`src/rtl/fsd_pkg.sv`:
```
package fsd_pkg;

   typedef enum logic {
      SRC_REGISTER = 1'b0,
      SRC_PIN      = 1'b1
   } realign_src_e;

   typedef enum logic {
      EDGE_RISE = 1'b0,
      EDGE_FALL = 1'b1
   } ref_edge_e;

   // Legal ratio: unity, or even between 2 and max_v
   function automatic logic ratio_legal(input logic [31:0] v, input logic [31:0] max_v);
      return (v == 32'd1) || ((v >= 32'd2) && !v[0] && (v <= max_v));
   endfunction

endpackage

```
`src/rtl/fsd_ref_edge.sv`:
```
module fsd_ref_edge
   import fsd_pkg::*;
#(
   parameter int STAGES = 2
) (
   input  logic clk,
   input  logic rst_n,
   input  logic ref_in,
   input  logic pol,
   output logic edge_o
);

   logic [STAGES-1:0] chain_q;
   logic              prev_q;
   logic              cur;

   generate
      if (STAGES == 2) begin : g_two
         always_ff @(posedge clk or negedge rst_n) begin
            if (!rst_n) chain_q <= '0;
            else        chain_q <= {chain_q[0], ref_in};
         end
      end else begin : g_deep
         always_ff @(posedge clk or negedge rst_n) begin
            if (!rst_n) chain_q <= '0;
            else        chain_q <= {chain_q[STAGES-2:0], ref_in};
         end
      end
   endgenerate

   assign cur = chain_q[STAGES-1];

   always_ff @(posedge clk or negedge rst_n) begin
      if (!rst_n) prev_q <= 1'b0;
      else        prev_q <= cur;
   end

   always_comb begin
      if (ref_edge_e'(pol) == EDGE_FALL) edge_o = prev_q & ~cur;
      else                               edge_o = cur & ~prev_q;
   end

endmodule

```
`src/rtl/fsd_ratio_reg.sv`:
```
module fsd_ratio_reg
   import fsd_pkg::*;
#(
   parameter int DIV_W   = 20,
   parameter int MAX_DIV = 524288,
   parameter int DEF_DIV = 8
) (
   input  logic             clk,
   input  logic             rst_n,
   input  logic             gated,
   input  logic             strobe,
   input  logic [DIV_W-1:0] ratio_in,
   output logic [DIV_W-1:0] ratio_o
);

   localparam logic [31:0] MAX_U = 32'(MAX_DIV);

   logic take;
   logic ok;

   assign ok   = ratio_legal(32'(ratio_in), MAX_U);
   assign take = (gated ? strobe : 1'b1) & ok;

   always_ff @(posedge clk or negedge rst_n) begin
      if (!rst_n)    ratio_o <= DIV_W'(DEF_DIV);
      else if (take) ratio_o <= ratio_in;
   end

endmodule

```
`src/rtl/fsd_phase_cnt.sv`:
```
module fsd_phase_cnt #(
   parameter int DIV_W  = 20,
   parameter int SKEW_W = 17
) (
   input  logic              clk,
   input  logic              rst_n,
   input  logic [DIV_W-1:0]  ratio,
   input  logic              load,
   input  logic [SKEW_W-1:0] skew,
   output logic [DIV_W-1:0]  cnt_o,
   output logic              tc_o
);

   logic [DIV_W-1:0] last;
   logic [DIV_W-1:0] skew_ext;
   logic [DIV_W-1:0] skew_eff;
   logic [DIV_W-1:0] load_val;

   assign last     = ratio - DIV_W'(1);
   assign skew_ext = DIV_W'(skew);
   assign skew_eff = (skew_ext > last) ? last : skew_ext;
   assign load_val = last - skew_eff;
   assign tc_o     = (cnt_o == last);

   always_ff @(posedge clk or negedge rst_n) begin
      if (!rst_n)             cnt_o <= '0;
      else if (load)          cnt_o <= load_val;
      else if (cnt_o >= last) cnt_o <= '0;
      else                    cnt_o <= cnt_o + DIV_W'(1);
   end

endmodule

```
`src/rtl/fsd_frame_sync.sv`:
```
module fsd_frame_sync
   import fsd_pkg::*;
#(
   parameter int DIV_W       = 20,
   parameter int MAX_DIV     = 524288,
   parameter int DEF_DIV     = 8,
   parameter int SKEW_W      = 17,
   parameter int SYNC_STAGES = 2
) (
   input  logic              clk,
   input  logic              rst_n,
   input  logic              sync_ref,
   input  logic              align_sel,
   input  logic              align_pin,
   input  logic              align_reg,
   input  logic              edge_pol,
   input  logic [DIV_W-1:0]  div_val,
   input  logic              div_valid,
   input  logic [SKEW_W-1:0] skew,
   output logic              fs_out
);

   generate
      if (DIV_W < 2 || DIV_W > 31) begin : g_bad_width
         $error("DIV_W out of range");
      end
      if (MAX_DIV < 2 || MAX_DIV >= (1 << DIV_W) || (MAX_DIV % 2) != 0) begin : g_bad_max
         $error("MAX_DIV must be even and fit DIV_W");
      end
      if (!(DEF_DIV == 1 || (DEF_DIV >= 2 && (DEF_DIV % 2) == 0 && DEF_DIV <= MAX_DIV))) begin : g_bad_def
         $error("DEF_DIV is not a legal ratio");
      end
      if (SKEW_W < 1 || SKEW_W > DIV_W) begin : g_bad_skew
         $error("SKEW_W must not exceed DIV_W");
      end
      if (SYNC_STAGES < 2) begin : g_bad_sync
         $error("SYNC_STAGES below 2");
      end
   endgenerate

   logic             req_now;
   logic             req_q;
   logic             req_rise;
   logic             armed_q;
   logic             ref_edge;
   logic             load;
   logic [DIV_W-1:0] ratio_q;
   logic [DIV_W-1:0] cnt_q;

   assign req_now  = (realign_src_e'(align_sel) == SRC_PIN) ? align_pin : align_reg;
   assign req_rise = req_now & ~req_q;
   assign load     = armed_q & ref_edge;

   always_ff @(posedge clk or negedge rst_n) begin
      if (!rst_n) begin
         req_q   <= 1'b0;
         armed_q <= 1'b1;
      end else begin
         req_q <= req_now;
         if (load)          armed_q <= 1'b0;
         else if (req_rise) armed_q <= 1'b1;
      end
   end

   fsd_ref_edge #(
      .STAGES (SYNC_STAGES)
   ) u_edge (
      .clk    (clk),
      .rst_n  (rst_n),
      .ref_in (sync_ref),
      .pol    (edge_pol),
      .edge_o (ref_edge)
   );

   fsd_ratio_reg #(
      .DIV_W   (DIV_W),
      .MAX_DIV (MAX_DIV),
      .DEF_DIV (DEF_DIV)
   ) u_ratio (
      .clk      (clk),
      .rst_n    (rst_n),
      .gated    (armed_q),
      .strobe   (div_valid),
      .ratio_in (div_val),
      .ratio_o  (ratio_q)
   );

   fsd_phase_cnt #(
      .DIV_W  (DIV_W),
      .SKEW_W (SKEW_W)
   ) u_cnt (
      .clk   (clk),
      .rst_n (rst_n),
      .ratio (ratio_q),
      .load  (load),
      .skew  (skew),
      .cnt_o (cnt_q),
      .tc_o  (fs_out)
   );

endmodule

```
`config.mk`:
```
export PLATFORM = sky130hd
export DESIGN_NAME = fsd_frame_sync
export DESIGN_NICKNAME = d
export VERILOG_FILES = /design/src/rtl/fsd_pkg.sv /design/src/rtl/fsd_ref_edge.sv /design/src/rtl/fsd_ratio_reg.sv /design/src/rtl/fsd_phase_cnt.sv /design/src/rtl/fsd_frame_sync.sv
export SDC_FILE = /design/constraint.sdc
export NUM_CORES = 1
export LEC_CHECK = 0
export ABC_AREA = 1
export BUFFER_PORTS_ARGS = -buffer_cell sky130_fd_sc_hd__buf_2
export CAP_MARGIN = 20
export CELL_PAD_IN_SITES_DETAIL_PLACEMENT = 1
export CELL_PAD_IN_SITES_GLOBAL_PLACEMENT = 1
export CORE_ASPECT_RATIO = 1.1
export CORE_MARGIN = 2
export CORE_UTILIZATION = 44
export DETAILED_ROUTE_END_ITERATION = 16
export GPL_TIMING_DRIVEN = 0
export PLACE_DENSITY_LB_ADDON = 0.05
export SLEW_MARGIN = 20
export SYNTH_ARGS = -nofsm -noshare
export SYNTH_HDL_FRONTEND = slang
export SYNTH_HIERARCHICAL = 1
export SYNTH_SLANG_ARGS = --single-unit
```
`constraint.sdc`:
```
create_clock -name clk -period 5.8 [get_ports clk]
set_input_delay 0.58 -clock clk [delete_from_list [all_inputs] [get_ports clk]]
set_output_delay 0.58 -clock clk [all_outputs]
set_load 0.005 [all_outputs]
```
==> impl_metrics.tcl <==
set metrics [dict create \
    ys_types 46 \
    min_period_ns 5.46 \
    timing.fmax_mhz 183 \
    track_usage 0.264 \
    ir_drop_mv 0.139 \
    synth_top_cell_area_share 0.226 \
    synth_top_area_cell "dfrtp_1" \
    drt_wl_total_um 14400 \
    grt_max_degree 46 \
    hold_viol_final 0 \
    cp-start-kind "register" \
    max_slew.worst_pin.slew_ns 0.604 \
    status "completed" \
    holdWs_ns 0.287 \
    hold_path_class "input port to async pin" \
    yosysWarningCount 6 \
    route.detailed.drc 0 \
    num_vias 4768 \
    globalplace.congestion 0.873 \
    setup_viol 0 \
    viasPerCell 5.21 \
    slew_viol_final 0 \
    worstPathArrival_ns 5.64 \
    cts_root_buf "clkbuf_16" \
    worstSetupPathType "register to register" \
    regArea_um2 1130 \
    cts_tree "yes" \
    antenna_left 0 \
    postSynth.asyncResetShare 1.00 \
    portBuffers 45 \
    crit_family "simple AND/OR/NAND/NOR gates" \
    fill_cells 1438 \
    place_hpwl_um 11800 \
    critical-path-max-stage-delay_ns 0.45 \
    synth_ff_type "dfrtp_1" \
    drive_gt1_frac 0.189 \
    die_h_um 113 \
    syn_nets 803 \
    area_growth_pct 14.2 \
    synth_area_um2 4760 \
    cp-end-kind "register" \
    ys_ff_latch 45 \
    cts_buffers 5 \
    layout.nets 860 \
    antenna_found_initial 0 \
    finalCritPeriodShare 0.941 \
    first_pass_iters 4 \
    avgRoutedWirePerCell_um 15.7 \
    start_util 0.454 \
    critical_path.slowest_cell "dfrtp_1" \
    place_area_um2 5170 \
    multi_input_area_um2 3270 \
    path_clk_slew_ns 0.07 \
    dp.cells 902 \
    skew_ns 0.00326 \
    synth_edf_count 0 \
    htree_num_levels 2 \
    grt_pass1_vias 5080 \
    crit_buf_inv 8 \
    coreArea_um2 10500 \
    crit_top_cell "nand2_1" \
    overflow 0 \
    pin_count 46 \
    maxCapViolCount 0 \
    seq_area_frac_synth 0.237 \
    required_ns 5.98 \
    critical_path.max_fanout 10 \
    avgSynthCellArea_um2 6.67 \
    stdcell_count 915 \
    slew_headroom 0.597 \
    n_antenna_cell 0 \
    die_x_um 103 \
    clock_sinks 45 \
    grt_pass1_wl_um 24300 \
    drtIter0Drc 132 \
    dieArea_um2 11700 \
    cts_buffer_depth 2 \
    clock_latency_ns 0.29 \
    pwr_density_cell_nw_per_um2 411 \
    final_area_um2 5440 \
    yosys-top-cells-area "dfrtp_1 (23%), nand2_1 (15%), ha_1 (11%), nand3_1 (7.8%), inv_1 (7.3%)" \
    power_leakage_nw 2.81 \
    fp-row-count 39 \
    synthCells 714 \
    cts_hold_buf 0 \
]
[power by group]
group / switching, W / internal [W] / leakage [nW]
clock: 0.000129 / 0.000160 / 0.0621
sequential: 0.000109 / 0.000401 / 0.566
combinational: 0.000910 / 0.000528 / 2.19
total: 0.00115 / 0.00109 / 2.81
[path summary, 6_finish.rpt]
check                                   start             endpoint  slack, ns  cells past startpoint
min reg2reg                 u_edge/chain_q[0]    u_edge/chain_q[1]       0.35                      0
max                        u_ratio/ratio_o[0]      u_cnt/cnt_o[16]       0.34                     35
max reg2reg                u_ratio/ratio_o[0]      u_cnt/cnt_o[16]       0.34                     35
max in group asynchronous               rst_n  u_ratio/ratio_o[15]       5.09                      1
min                                     rst_n       u_cnt/cnt_o[7]       0.29                      1
min in group clk            u_edge/chain_q[0]    u_edge/chain_q[1]       0.35                      0
[cells in the mapped netlist, drive strengths merged, types with 3 or more instances]
| cell | number |
|---|---|
| a21oi | 28 |
| buf | 10 |
| dfrtp | 43 |
| ha | 43 |
| inv | 100 |
| nand2 | 206 |
| nand3 | 80 |
| nand3b | 3 |
| nand4 | 11 |
| nor2 | 84 |
| nor3 | 4 |
| o21ai | 44 |
| o22ai | 7 |
| or2 | 3 |
| xnor2 | 7 |
| xor2 | 20 |
[repair_timing]
action / 4_1_cts / 5_1_grt
buffers inserted: 0 / 5
gates resized for setup: 10 / 13
pin swaps: 0 / 5
gates cloned: 0 / 0
setup endpoints to repair: 8 / 8
[per-layer routing]
metal  part of all wire  track usage  vias up  wire length (um)
met3              0.029       0.0235       18               419
met2               0.53        0.488       66              7690
met1               0.42        0.325     2257              6020
met5                  0            0        -                 0
met4              0.018       0.0640        0               259
li1                   -            -     2427                 -
[worst reg2reg max path, delay by kind of cell, from the launching register on]
kind            cells  cell delay, ns
compound gates      8            1.29
fa+ha+maj           3            0.90
buf+inv             8            0.96
flops               1            0.45
simple gates       16            1.74
[cells by family after synthesis]
logic type | count (synthesis) | synth area share
and+or+nand+nor | 398 | 0.388
DFF | 45 | 0.237
xor gates and xnor gates | 27 | 0.0496
adders and majority gates | 44 | 0.117
buffers and inverters | 111 | 0.0940
AOI/OAI and AO/OA | 89 | 0.114
[per-stage QoR]
step	util	worst slack (ns)	power, W	setup TNS [ns]
global placement	0.493	-0.322	0.00177	-1.80
CTS	0.509	0.0618	0.00216	0
finish	0.519	0.341	0.00224	0
global route	0.519	-0.0243	0.00246	-0.0433
detailed placement	0.493	-0.523	0.00184	-3.28
floorplan	-	0.931	0.00148	0
[registers in the layout (all words and copies together), names as in the netlist]
name and flops:
u_cnt/cnt_o 20, u_ratio/ratio_o 20, u_edge/chain_q 2, armed_q 1
req_q 1, u_edge/prev_q 1
[area by class of cell]
| type | instances | share of cell area |
|---|---|---|
| plain buffers | 11 | 0.0138 |
| well taps | 143 | 0.0329 |
| multi-input cells | 558 | 0.601 |
| flip-flops and latches | 45 | 0.207 |
| clock inverters | 3 | 0.00414 |
| inverters | 100 | 0.0694 |
| clock buffers | 5 | 0.0230 |
| repair buffers | 50 | 0.0487 |
[placed cells by master (no fill, tap or decap), types with 12 or more instances in the layout]
cell,count
inv_1,92
nor2_1,66
nor2_2,12
o21ai_0,24
nand2_1,194
a21oi_1,25
ha_1,43
nand3_1,73
dfrtp_1,43
buf_2,50
xor2_1,18
o21ai_1,12
No activity file was read; power rests on OpenSTA's default activity.
